## config.mk

```make
export PLATFORM = sky130hd
export DESIGN_NAME = kbm_top
export DESIGN_NICKNAME = d
export VERILOG_FILES = /design/src/rtl/kbm_pkg.sv /design/src/rtl/kbm_ps2_rx.sv /design/src/rtl/kbm_matrix.sv /design/src/rtl/kbm_scan.sv /design/src/rtl/kbm_top.sv
export SDC_FILE = /design/constraint.sdc
export NUM_CORES = 1
export LEC_CHECK = 0
export BUFFER_PORTS_ARGS = -buffer_cell sky130_fd_sc_hd__buf_2
export CELL_PAD_IN_SITES_DETAIL_PLACEMENT = 1
export CELL_PAD_IN_SITES_GLOBAL_PLACEMENT = 1
export CORE_ASPECT_RATIO = 1.75
export CORE_MARGIN = 5
export CORE_UTILIZATION = 30
export CTS_CLUSTER_SIZE = 24
export DETAILED_ROUTE_END_ITERATION = 8
export MAX_ROUTING_LAYER = met4
export PLACE_DENSITY = 0.64
export SLEW_MARGIN = 20
export SYNTH_ARGS = -nofsm -noshare
export SYNTH_HDL_FRONTEND = slang
export SYNTH_SLANG_ARGS = --single-unit
```

## constraint.sdc

```tcl
create_clock -name clk -period 5.5 [get_ports clk]
set_input_delay 1.375 -clock clk [delete_from_list [all_inputs] [get_ports clk]]
set_output_delay 1.375 -clock clk [all_outputs]
set_load 0.01 [all_outputs]
```

## src/rtl/kbm_pkg.sv

```systemverilog
package kbm_pkg;

    localparam int KB_COLS   = 10;
    localparam int KB_ROWS   = 8;
    localparam int COL_W     = 4;
    localparam int ROW_W     = 3;
    localparam int KB_KEYS   = KB_COLS * KB_ROWS;
    localparam int KEY_IDX_W = COL_W + ROW_W;
    localparam int DIP_COL0  = 2;
    localparam int DIP_W     = KB_COLS - DIP_COL0;
    localparam int FRAME_BITS = 11;

    localparam logic [7:0] PFX_RELEASE = 8'hF0;
    localparam logic [7:0] PFX_EXTEND  = 8'hE0;

    typedef struct packed {
        logic             hit;
        logic             brk;
        logic [COL_W-1:0] col;
        logic [ROW_W-1:0] row;
    } key_loc_t;

    function automatic key_loc_t key_at(input logic [COL_W-1:0] c, input logic [ROW_W-1:0] r);
        key_loc_t k;
        k.hit = 1'b1;
        k.brk = 1'b0;
        k.col = c;
        k.row = r;
        return k;
    endfunction

    function automatic key_loc_t scan_lookup(input logic ext, input logic [7:0] code);
        key_loc_t k;
        k = '0;
        case ({ext, code})
            9'h01C: k = key_at(4'd1, 3'd4);
            9'h032: k = key_at(4'd4, 3'd6);
            9'h021: k = key_at(4'd2, 3'd5);
            9'h029: k = key_at(4'd2, 3'd6);
            9'h05A: k = key_at(4'd9, 3'd4);
            9'h076: k = key_at(4'd0, 3'd7);
            9'h016: k = key_at(4'd0, 3'd3);
            9'h012: k = key_at(4'd0, 3'd0);
            9'h014: k = key_at(4'd1, 3'd0);
            9'h175: k = key_at(4'd9, 3'd3);
            9'h007: begin
                k.hit = 1'b1;
                k.brk = 1'b1;
            end
            default: k = '0;
        endcase
        return k;
    endfunction

endpackage

```

## src/rtl/kbm_ps2_rx.sv

```systemverilog
module kbm_ps2_rx
    import kbm_pkg::*;
#(
    parameter int TIMEOUT_CYC = 5000
) (
    input  logic       clk,
    input  logic       rst,
    input  logic       ps2_clk,
    input  logic       ps2_dat,
    output logic       byte_vld,
    output logic [7:0] byte_dat
);

    localparam int TW = $clog2(TIMEOUT_CYC + 1);
    localparam int BW = $clog2(FRAME_BITS);

    logic [1:0]            clk_sy;
    logic [1:0]            dat_sy;
    logic                  clk_prev;
    logic                  fall;
    logic [BW-1:0]         bit_cnt;
    logic [FRAME_BITS-2:0] shreg;
    logic [TW-1:0]         idle;
    logic                  frame_ok;

    always_ff @(posedge clk) begin
        if (rst) begin
            clk_sy   <= 2'b11;
            dat_sy   <= 2'b11;
            clk_prev <= 1'b1;
        end else begin
            clk_sy   <= {clk_sy[0], ps2_clk};
            dat_sy   <= {dat_sy[0], ps2_dat};
            clk_prev <= clk_sy[1];
        end
    end

    assign fall = clk_prev & ~clk_sy[1];

    // start low, stop high, odd count of ones across data and parity
    assign frame_ok = ~shreg[0] & dat_sy[1] & (^shreg[FRAME_BITS-2:1]);

    always_ff @(posedge clk) begin
        if (rst) begin
            bit_cnt  <= '0;
            shreg    <= '0;
            idle     <= '0;
            byte_vld <= 1'b0;
            byte_dat <= '0;
        end else begin
            byte_vld <= 1'b0;
            if (fall) begin
                idle <= '0;
                if (bit_cnt == BW'(FRAME_BITS - 1)) begin
                    bit_cnt  <= '0;
                    byte_vld <= frame_ok;
                    byte_dat <= shreg[8:1];
                end else begin
                    shreg   <= {dat_sy[1], shreg[FRAME_BITS-2:1]};
                    bit_cnt <= bit_cnt + 1'b1;
                end
            end else if (idle != TW'(TIMEOUT_CYC)) begin
                idle <= idle + 1'b1;
            end else begin
                bit_cnt <= '0;
            end
        end
    end

endmodule

```

## src/rtl/kbm_matrix.sv

```systemverilog
module kbm_matrix
    import kbm_pkg::*;
(
    input  logic               clk,
    input  logic               rst,
    input  logic               byte_vld,
    input  logic [7:0]         byte_dat,
    output logic [KB_KEYS-1:0] keys,
    output logic               brk_held
);

    logic                 rel_pend;
    logic                 ext_pend;
    key_loc_t             loc;
    logic [KEY_IDX_W-1:0] idx;

    always_comb begin
        loc = scan_lookup(ext_pend, byte_dat);
        idx = {loc.col, loc.row};
    end

    always_ff @(posedge clk) begin
        if (rst) begin
            keys     <= '0;
            brk_held <= 1'b0;
            rel_pend <= 1'b0;
            ext_pend <= 1'b0;
        end else if (byte_vld) begin
            if (byte_dat == PFX_RELEASE) begin
                rel_pend <= 1'b1;
            end else if (byte_dat == PFX_EXTEND) begin
                ext_pend <= 1'b1;
            end else begin
                rel_pend <= 1'b0;
                ext_pend <= 1'b0;
                if (loc.hit) begin
                    if (loc.brk) brk_held  <= ~rel_pend;
                    else         keys[idx] <= ~rel_pend;
                end
            end
        end
    end

endmodule

```

## src/rtl/kbm_scan.sv

```systemverilog
module kbm_scan
    import kbm_pkg::*;
(
    input  logic             clk,
    input  logic             rst,
    input  logic             clken_1m,
    input  logic             autoscan,
    output logic [COL_W-1:0] scan_col
);

    always_ff @(posedge clk) begin
        if (rst) begin
            scan_col <= '0;
        end else if (autoscan && clken_1m) begin
            if (scan_col == COL_W'(KB_COLS - 1)) scan_col <= '0;
            else                                 scan_col <= scan_col + 1'b1;
        end
    end

endmodule

```

## src/rtl/kbm_top.sv

```systemverilog
module kbm_top
    import kbm_pkg::*;
#(
    parameter int TIMEOUT_CYC = 5000
) (
    input  logic             clk,
    input  logic             rst,
    input  logic             clken_1m,
    input  logic             ps2_clk,
    input  logic             ps2_dat,
    input  logic             autoscan,
    input  logic [COL_W-1:0] col_sel,
    input  logic [ROW_W-1:0] row_sel,
    input  logic [DIP_W-1:0] dip_sw,
    output logic             key_hit,
    output logic             any_key_irq,
    output logic             break_key
);

    logic               byte_vld;
    logic [7:0]         byte_dat;
    logic [KB_KEYS-1:0] keys;
    logic [COL_W-1:0]   scan_col;
    logic [COL_W-1:0]   eff_col;
    logic [2:0]         dip_idx;
    logic [KB_COLS-1:0] col_act;

    kbm_ps2_rx #(.TIMEOUT_CYC(TIMEOUT_CYC)) u_rx (
        .clk      (clk),
        .rst      (rst),
        .ps2_clk  (ps2_clk),
        .ps2_dat  (ps2_dat),
        .byte_vld (byte_vld),
        .byte_dat (byte_dat)
    );

    kbm_matrix u_mat (
        .clk      (clk),
        .rst      (rst),
        .byte_vld (byte_vld),
        .byte_dat (byte_dat),
        .keys     (keys),
        .brk_held (break_key)
    );

    kbm_scan u_scan (
        .clk      (clk),
        .rst      (rst),
        .clken_1m (clken_1m),
        .autoscan (autoscan),
        .scan_col (scan_col)
    );

    assign eff_col = autoscan ? scan_col : col_sel;
    assign dip_idx = 3'(COL_W'(KB_COLS - 1) - eff_col);

    always_comb begin
        key_hit = 1'b0;
        if (eff_col < COL_W'(KB_COLS)) begin
            if (row_sel == '0 && eff_col >= COL_W'(DIP_COL0))
                key_hit = dip_sw[dip_idx];
            else
                key_hit = keys[{eff_col, row_sel}];
        end
    end

    for (genvar c = 0; c < KB_COLS; c++) begin : g_col
        assign col_act[c] = |keys[c*KB_ROWS+1 +: KB_ROWS-1];
    end

    assign any_key_irq = |col_act;

endmodule

```

## After elaboration in Yosys (flattened, before gate mapping)

Index checks and enable logic that the tools add are counted.

| operators by class | value |
|---|---|
| multiplexer cells | 19 |
| reductions and logical operators | 15 |
| add/sub/neg operators | 4 |
| bitwise logic cells | 11 |
| equal/unequal tests | 18 |
| multipliers | 0 |
| shift operators | 0 |
| $lt $le $gt $ge | 6 |
| divide/modulo/power cells | 0 |

Operator list:

| cell | number |
|---|---|
| bitwise mux 80 bit | 1 |
| OR reduction 70 bit | 1 |
| one-hot mux 7 bit (9 select lines) | 1 |
| == test 9 x 5 -> 1 bit, second input constant | 4 |
| == test 9 x 6 -> 1 bit, second input constant | 3 |
| two-way mux 4 bit | 5 |
| == test 9 x 7 -> 1 bit, second input constant | 2 |
| == test 8 bit, second input constant | 2 |
| < comparator 7 x 8 -> 1 bit, second input constant | 2 |
| adder 13 x 1 -> 13 bit, second input constant | 1 |
| != test 13 bit, second input constant | 1 |
| AND reduction 5 bit | 2 |
| OR reduction 10 bit | 1 |
| == test 9 x 3 -> 1 bit, second input constant | 1 |
| == test 9 bit, second input constant | 1 |
| XOR reduction 9 bit | 1 |
| adder 4 x 1 -> 4 bit, second input constant | 2 |
| == test 4 bit, second input constant | 2 |
| two-way mux 1 bit | 8 |
| inverter 1 bit | 8 |
| AND reduction 2 bit | 4 |
| binary-select mux 1 bit (select 7 bit) | 1 |
| demux 1 bit (select 7 bit) | 1 |
| greater-or-equal comparator 7 x 1 -> 1 bit, second input constant | 1 |
| other kinds (12) | 17 |

| word-level totals | value |
|---|---|
| logic and storage cells | 86 |
| output and inout port bits | 3 |
| memory bits (writable) | 0 |
| bits in latches | 0 |
| register bits | 128 |
| ROM bits | 0 |
| memories kept | 0 |
| input port bits | 21 |

## Depth between registers and ports, before layout

| depth | value |
|---|---|
| depth in word-level cells | 7 |
| gate-level depth with buffers | 10 |
| mapped depth without buffers | 8 |

## Cells and area by module

From an unflattened synthesis, not the netlist that was laid out.

| unflattened totals | value |
|---|---|
| cell total of the unflattened synthesis | 574 |
| area, all modules | 5681.7 µm² |

Modules (own cells, without submodules):

| module | seq. area each (µm²) | area each (µm²) | cells an instance | instances |
|---|---|---|---|---|
| kbm_matrix | 1661.6 | 2586.2 | 235 | 1 |
| kbm_ps2_rx | 820.8 | 1697.9 | 188 | 1 |
| kbm_top | 0.0 | 1221.2 | 131 | 1 |
| kbm_scan | 80.1 | 176.4 | 20 | 1 |

## Worst setup path before layout

Ideal clock, no wire load.

| path | value |
|---|---|
| path kind | input -> output |
| start point | input autoscan |
| end point | output key_hit |
| data required time | 4.125 ns |
| buffers on the path | 2 |
| stages on the path | 10 |
| slack | 1.044 ns |
| arrival time | 3.081 ns |
| cell sequence | buf_2 buf_1 nand2_1 o21ai_0 inv_1 ha_1 a21o_1 nand2_1 o311ai_0 o41ai_1 |

| on the way | value |
|---|---|
| cells in the longest elaborated chain, start to end | 6 |
| elaborated cells on any way between the ends | 11 |
| those cells by class | 1 x add/sub; 2 x order compare; 7 x mux; 1 x reduce/logical |

Ends and longest elaborated chain:

| item | RTL line | RTL |
|---|---|---|
| start, declared | kbm_top.sv:11 | `input logic autoscan,` |
| two-way mux 4 bit * | kbm_top.sv:54 | `assign eff_col = autoscan ? scan_col : col_sel;` |
| subtractor 1 x 3 -> 3 bit | kbm_top.sv:55 | `assign dip_idx = 3'(COL_W'(KB_COLS - 1) - eff_col);` |
| binary-select mux 1 bit (select 3 bit) | kbm_top.sv:61 | `key_hit = dip_sw[dip_idx];` |
| two-way mux 1 bit (not written as such) | kbm_top.sv:61 |  |
| two-way mux 1 bit | kbm_top.sv:60 | `if (row_sel == '0 && eff_col >= COL_W'(DIP_COL0))` |
| two-way mux 1 bit * | kbm_top.sv:59 | `if (eff_col < COL_W'(KB_COLS)) begin` |
| end, declared | kbm_top.sv:15 | `output logic key_hit,` |

Mark *: on every way between the ends. The rest lies on a longest branch, timed or not. The select of a mux whose other input is x is not followed.

## Final worst setup path

| path | value |
|---|---|
| start point | input row_sel[0] |
| end point | output key_hit |

| on the way | value |
|---|---|
| cells in the longest elaborated chain, start to end | 4 |
| elaborated cells on any way between the ends | 6 |
| those cells by class | 4 x mux; 2 x reduce/logical |

Ends and longest elaborated chain:

| item | RTL line | RTL |
|---|---|---|
| start, declared | kbm_top.sv:13 | `input logic [ROW_W-1:0] row_sel,` |
| binary-select mux 1 bit (select 7 bit) or zero test 3 bit (tied branches) | kbm_top.sv:63, kbm_top.sv:60 |  |
| two-way mux 1 bit (not written as such) or logical AND 1 bit (tied branches) | kbm_top.sv:63, kbm_top.sv:60 |  |
| two-way mux 1 bit * | kbm_top.sv:60 |  |
| two-way mux 1 bit * | kbm_top.sv:59 |  |

Marks and branches as above.

==> results.md <==
* Pre-CTS setup slack at 533 ps
* Finish-stage setup viols at 0
* Drt initial violations at between 150 and 200
* TNS Setup at 0 ps
* Measured slew at the worst slew-check pin at approximately 1100 ps
* CTS Sinks at ~130
* Fin crit period at slightly below 5000 ps
* Largest family of logic cells by synthesized area: simple AND/OR/NAND/NOR gates
* Final Hold Fails at 0
* Die Span Y at roughly 190 um
* Worst Path Max Fanout at 19
* CP Class: primary input to primary output
* Leak pwr at around 0.0024 uW
* Via density at ~5
* Area of the multi-input gates at 2880 um2
* # DRC at 0
* R2R Setup Slk at 3450 ps
* Total gr overflow at 0
* Sequential-to-total area share from yosys stat at about 45%
* Synthesized flop and latch total at between 100 and 150
* TritonCTS clock tree: done
* Clock skew at about 4 ps
* Max Buffers Root-to-Sink at 2
* Io pins at 24
* Cts bufs inserted at 17
* Width of the die at around 110 um
* Routed WL at 13800 um
* Worst Hold Path Cells at 1
* Fmax at between 200 and 250 MHz
* Synth cell types at between 60 and 70
* R2R depth at 6
* Synthesized instance count at about 580
* Final ANT Viol Nets at 0
* Antenna cells at 0
* HP Start: u_rx.dat_sy[0]
* Top-area cell type share of the netlist area at 45.3%
* Multiplexer area fraction after synthesis at a little over an eighth
* Root Driver: clkbuf_16
* CP Launch Type: primary input
* Setup slack after layout at between 600 and 700 ps
* DP Wirelength at roughly 10000 um
* Vias in the first global route at approximately 4500
* Worst-skew pair later-pin latency at between 400 and 500 ps
* First-pass GRT wire length at 22800 um
* Hold Path Sink: u_rx.dat_sy[1]
* # fillers at between 2000 and 2500
* Number of synthesized flops with an enable pin at 0
* Status: complete, no violations
* R2R Path End: u_mat.keys[12]
* 1st-pass router iterations at 4
* Starting Density at 30.4%
* DR vias at around 4200
* Synthesis-to-layout area growth at 15.4%
* Sequential Area at between 2000 and 3000 um2
* Largest net degree at the start of global routing at 85
* Overall Global Routing Usage at about 14%
* Ys async rst share at 0%
* Gates resized, CTS repair at 0
* Share of layout cells above drive strength 1 at ~16%
* CP Data Required Time at approximately 4100 ps
* Complex-gate fraction of the synthesized area at under 10%
* Cell Pwr Density at about 320 nW/um2
* Slew Viols, Final at 0
* Post-Syn Nets at 602
* Mean routed wirelength per cell at around 16 um
* Hold Path Class: register to register
* Number of buffers added on ports at 23
* Avg Cell Area, Syn at 9.81 um2
* Final net count at roughly 600
* Area leader, netlist: dfxtp_1
* Post-Syn Area at about 5700 um2
* # H-tree levels at 4
* Max-slew headroom at 26.2%
* Standard-cell row count at 66
* Clk pin slew, worst setup/hold paths at roughly 60 ps
* Core area at 18600 um2
* Arrival time at the worst endpoint at approximately 3500 ps
* Largest cells by area after synthesis: dfxtp_1 45%, mux4_2 8.8%, nor2b_1 8.3%
* Endpoint class of the critical path: primary output
* Die area at between 20000 and 25000 um2
* Adder-cell share of the synthesized area at 1.11%
* Worst VDD drop at between 0.3 and 0.4 mV
* Final period utilization at a little under 90%
* CTS Hold Buffers Added at 0
* RSZ-0062 raised after global routing: false
* Max_cap viols at 0
* Number of setup buffers added after CTS at 0
* Main synth FF type: dfxtp_1
* GP Congestion at 0.790
* Ys Warns at 0
* Synth Area in Simple Gates at 25.5%
* Initial antenna violation count at 0
* Reg2Reg Launch Point: u_rx.byte_dat[3]
* XOR/XNOR Fraction of Synth Area at 2.94%
## cells by family (layout without fill, tap and decap cells)
logic type,after synthesis,count (layout)
buf+inv,48,75
fa+ha+maj,5,5
xor+xnor,19,19
mux,48,48
compound gates,68,68
flops,128,128
simple gates,260,260
## through the flow
stage	hold WS (ps)	instances	area (um2)	power, uW	util, %
floorplan	389	576	5650	1020	-
global placement	398	811	5950	1050	32.0
detailed placement	398	811	5950	1050	32.0
CTS	411	841	6520	2140	35.1
global route	427	841	6520	2200	35.1
finish	412	841	6520	2110	35.1
## report_power, final
group          switching (uW)  internal, uW
sequential               5.55           933
combinational            56.2          34.0
clock                     403           680
total                     465          1650
## registers in the layout, indices dropped and copies added (netlist names), 2 cells and up
name,cells
u_rx.dat_sy,2
u_mat.keys,80
u_rx.clk_sy,2
u_scan.scan_col,4
u_rx.bit_cnt,4
u_rx.shreg,10
u_rx.idle,13
u_rx.byte_dat,8
## critical path: stages
cell and delay (ps):
buf_2 490, mux4_2 600, mux4_2 480, o22ai_1 260
o41ai_1 140, buf_2 160
## per-layer routing
layer  global-route usage, %  share of wire [%]  vias up
met5                       -                  0        -
met4                    6.85                2.6        0
li1                        -                  -     2060
met1                    13.1                 38     2048
met3                    3.31                2.1       22
met2                    25.6                 57       49
## cell type report
type                            count  share of cell area [%]
Timing Repair Buffer               26                    2.15
Clock buffer                       19                    6.95
Tap cell                          238                    4.57
Multi-Input combinational cell    400                    44.2
Clock inverter                     11                    1.78
Sequential cell                   128                    39.3
Inverter                           19                    1.09
## synthesized netlist by cell type (6+ instances only)
| cell | number |
|---|---|
| dfxtp_1 | 128 |
| nor2b_1 | 75 |
| nor2_1 | 51 |
| nand2_1 | 33 |
| a21oi_1 | 28 |
| mux4_2 | 22 |
| mux2i_1 | 20 |
| nor4_1 | 20 |
| nand3_1 | 19 |
| inv_1 | 18 |
| clkbuf_1 | 15 |
| nand4_1 | 11 |
| o21ai_0 | 10 |
| xnor2_1 | 10 |
| nor3_1 | 9 |
| xor2_1 | 9 |
| buf_1 | 6 |
## worst max-delay path by stage
stage                from       to  slack, ps  cells past startpoint
3_5_place_dp   row_sel[0]  key_hit        530                      6
4_1_cts        row_sel[0]  key_hit        500                      6
3_3_place_gp   row_sel[0]  key_hit        620                      6
2_1_floorplan    autoscan  key_hit       1040                     10
5_1_grt        row_sel[0]  key_hit        460                      6
6_report       row_sel[0]  key_hit        610                      6
## cell usage in the layout (no fill, tap or decap), types with 11 or more instances in the layout
master     Yosys  routed
buf_2          3      22
inv_1         18      18
nand4_1       11      11
mux4_2        22      22
nand2_1       33      33
nor4_1        20      20
nor2b_1       75      75
nand3_1       19      19
clkbuf_16      0      17
dfxtp_1      128     128
a21oi_1       28      28
nor2_1        51      51
mux2i_1       20      20
Note: power is estimated with default switching activity, not from simulation.
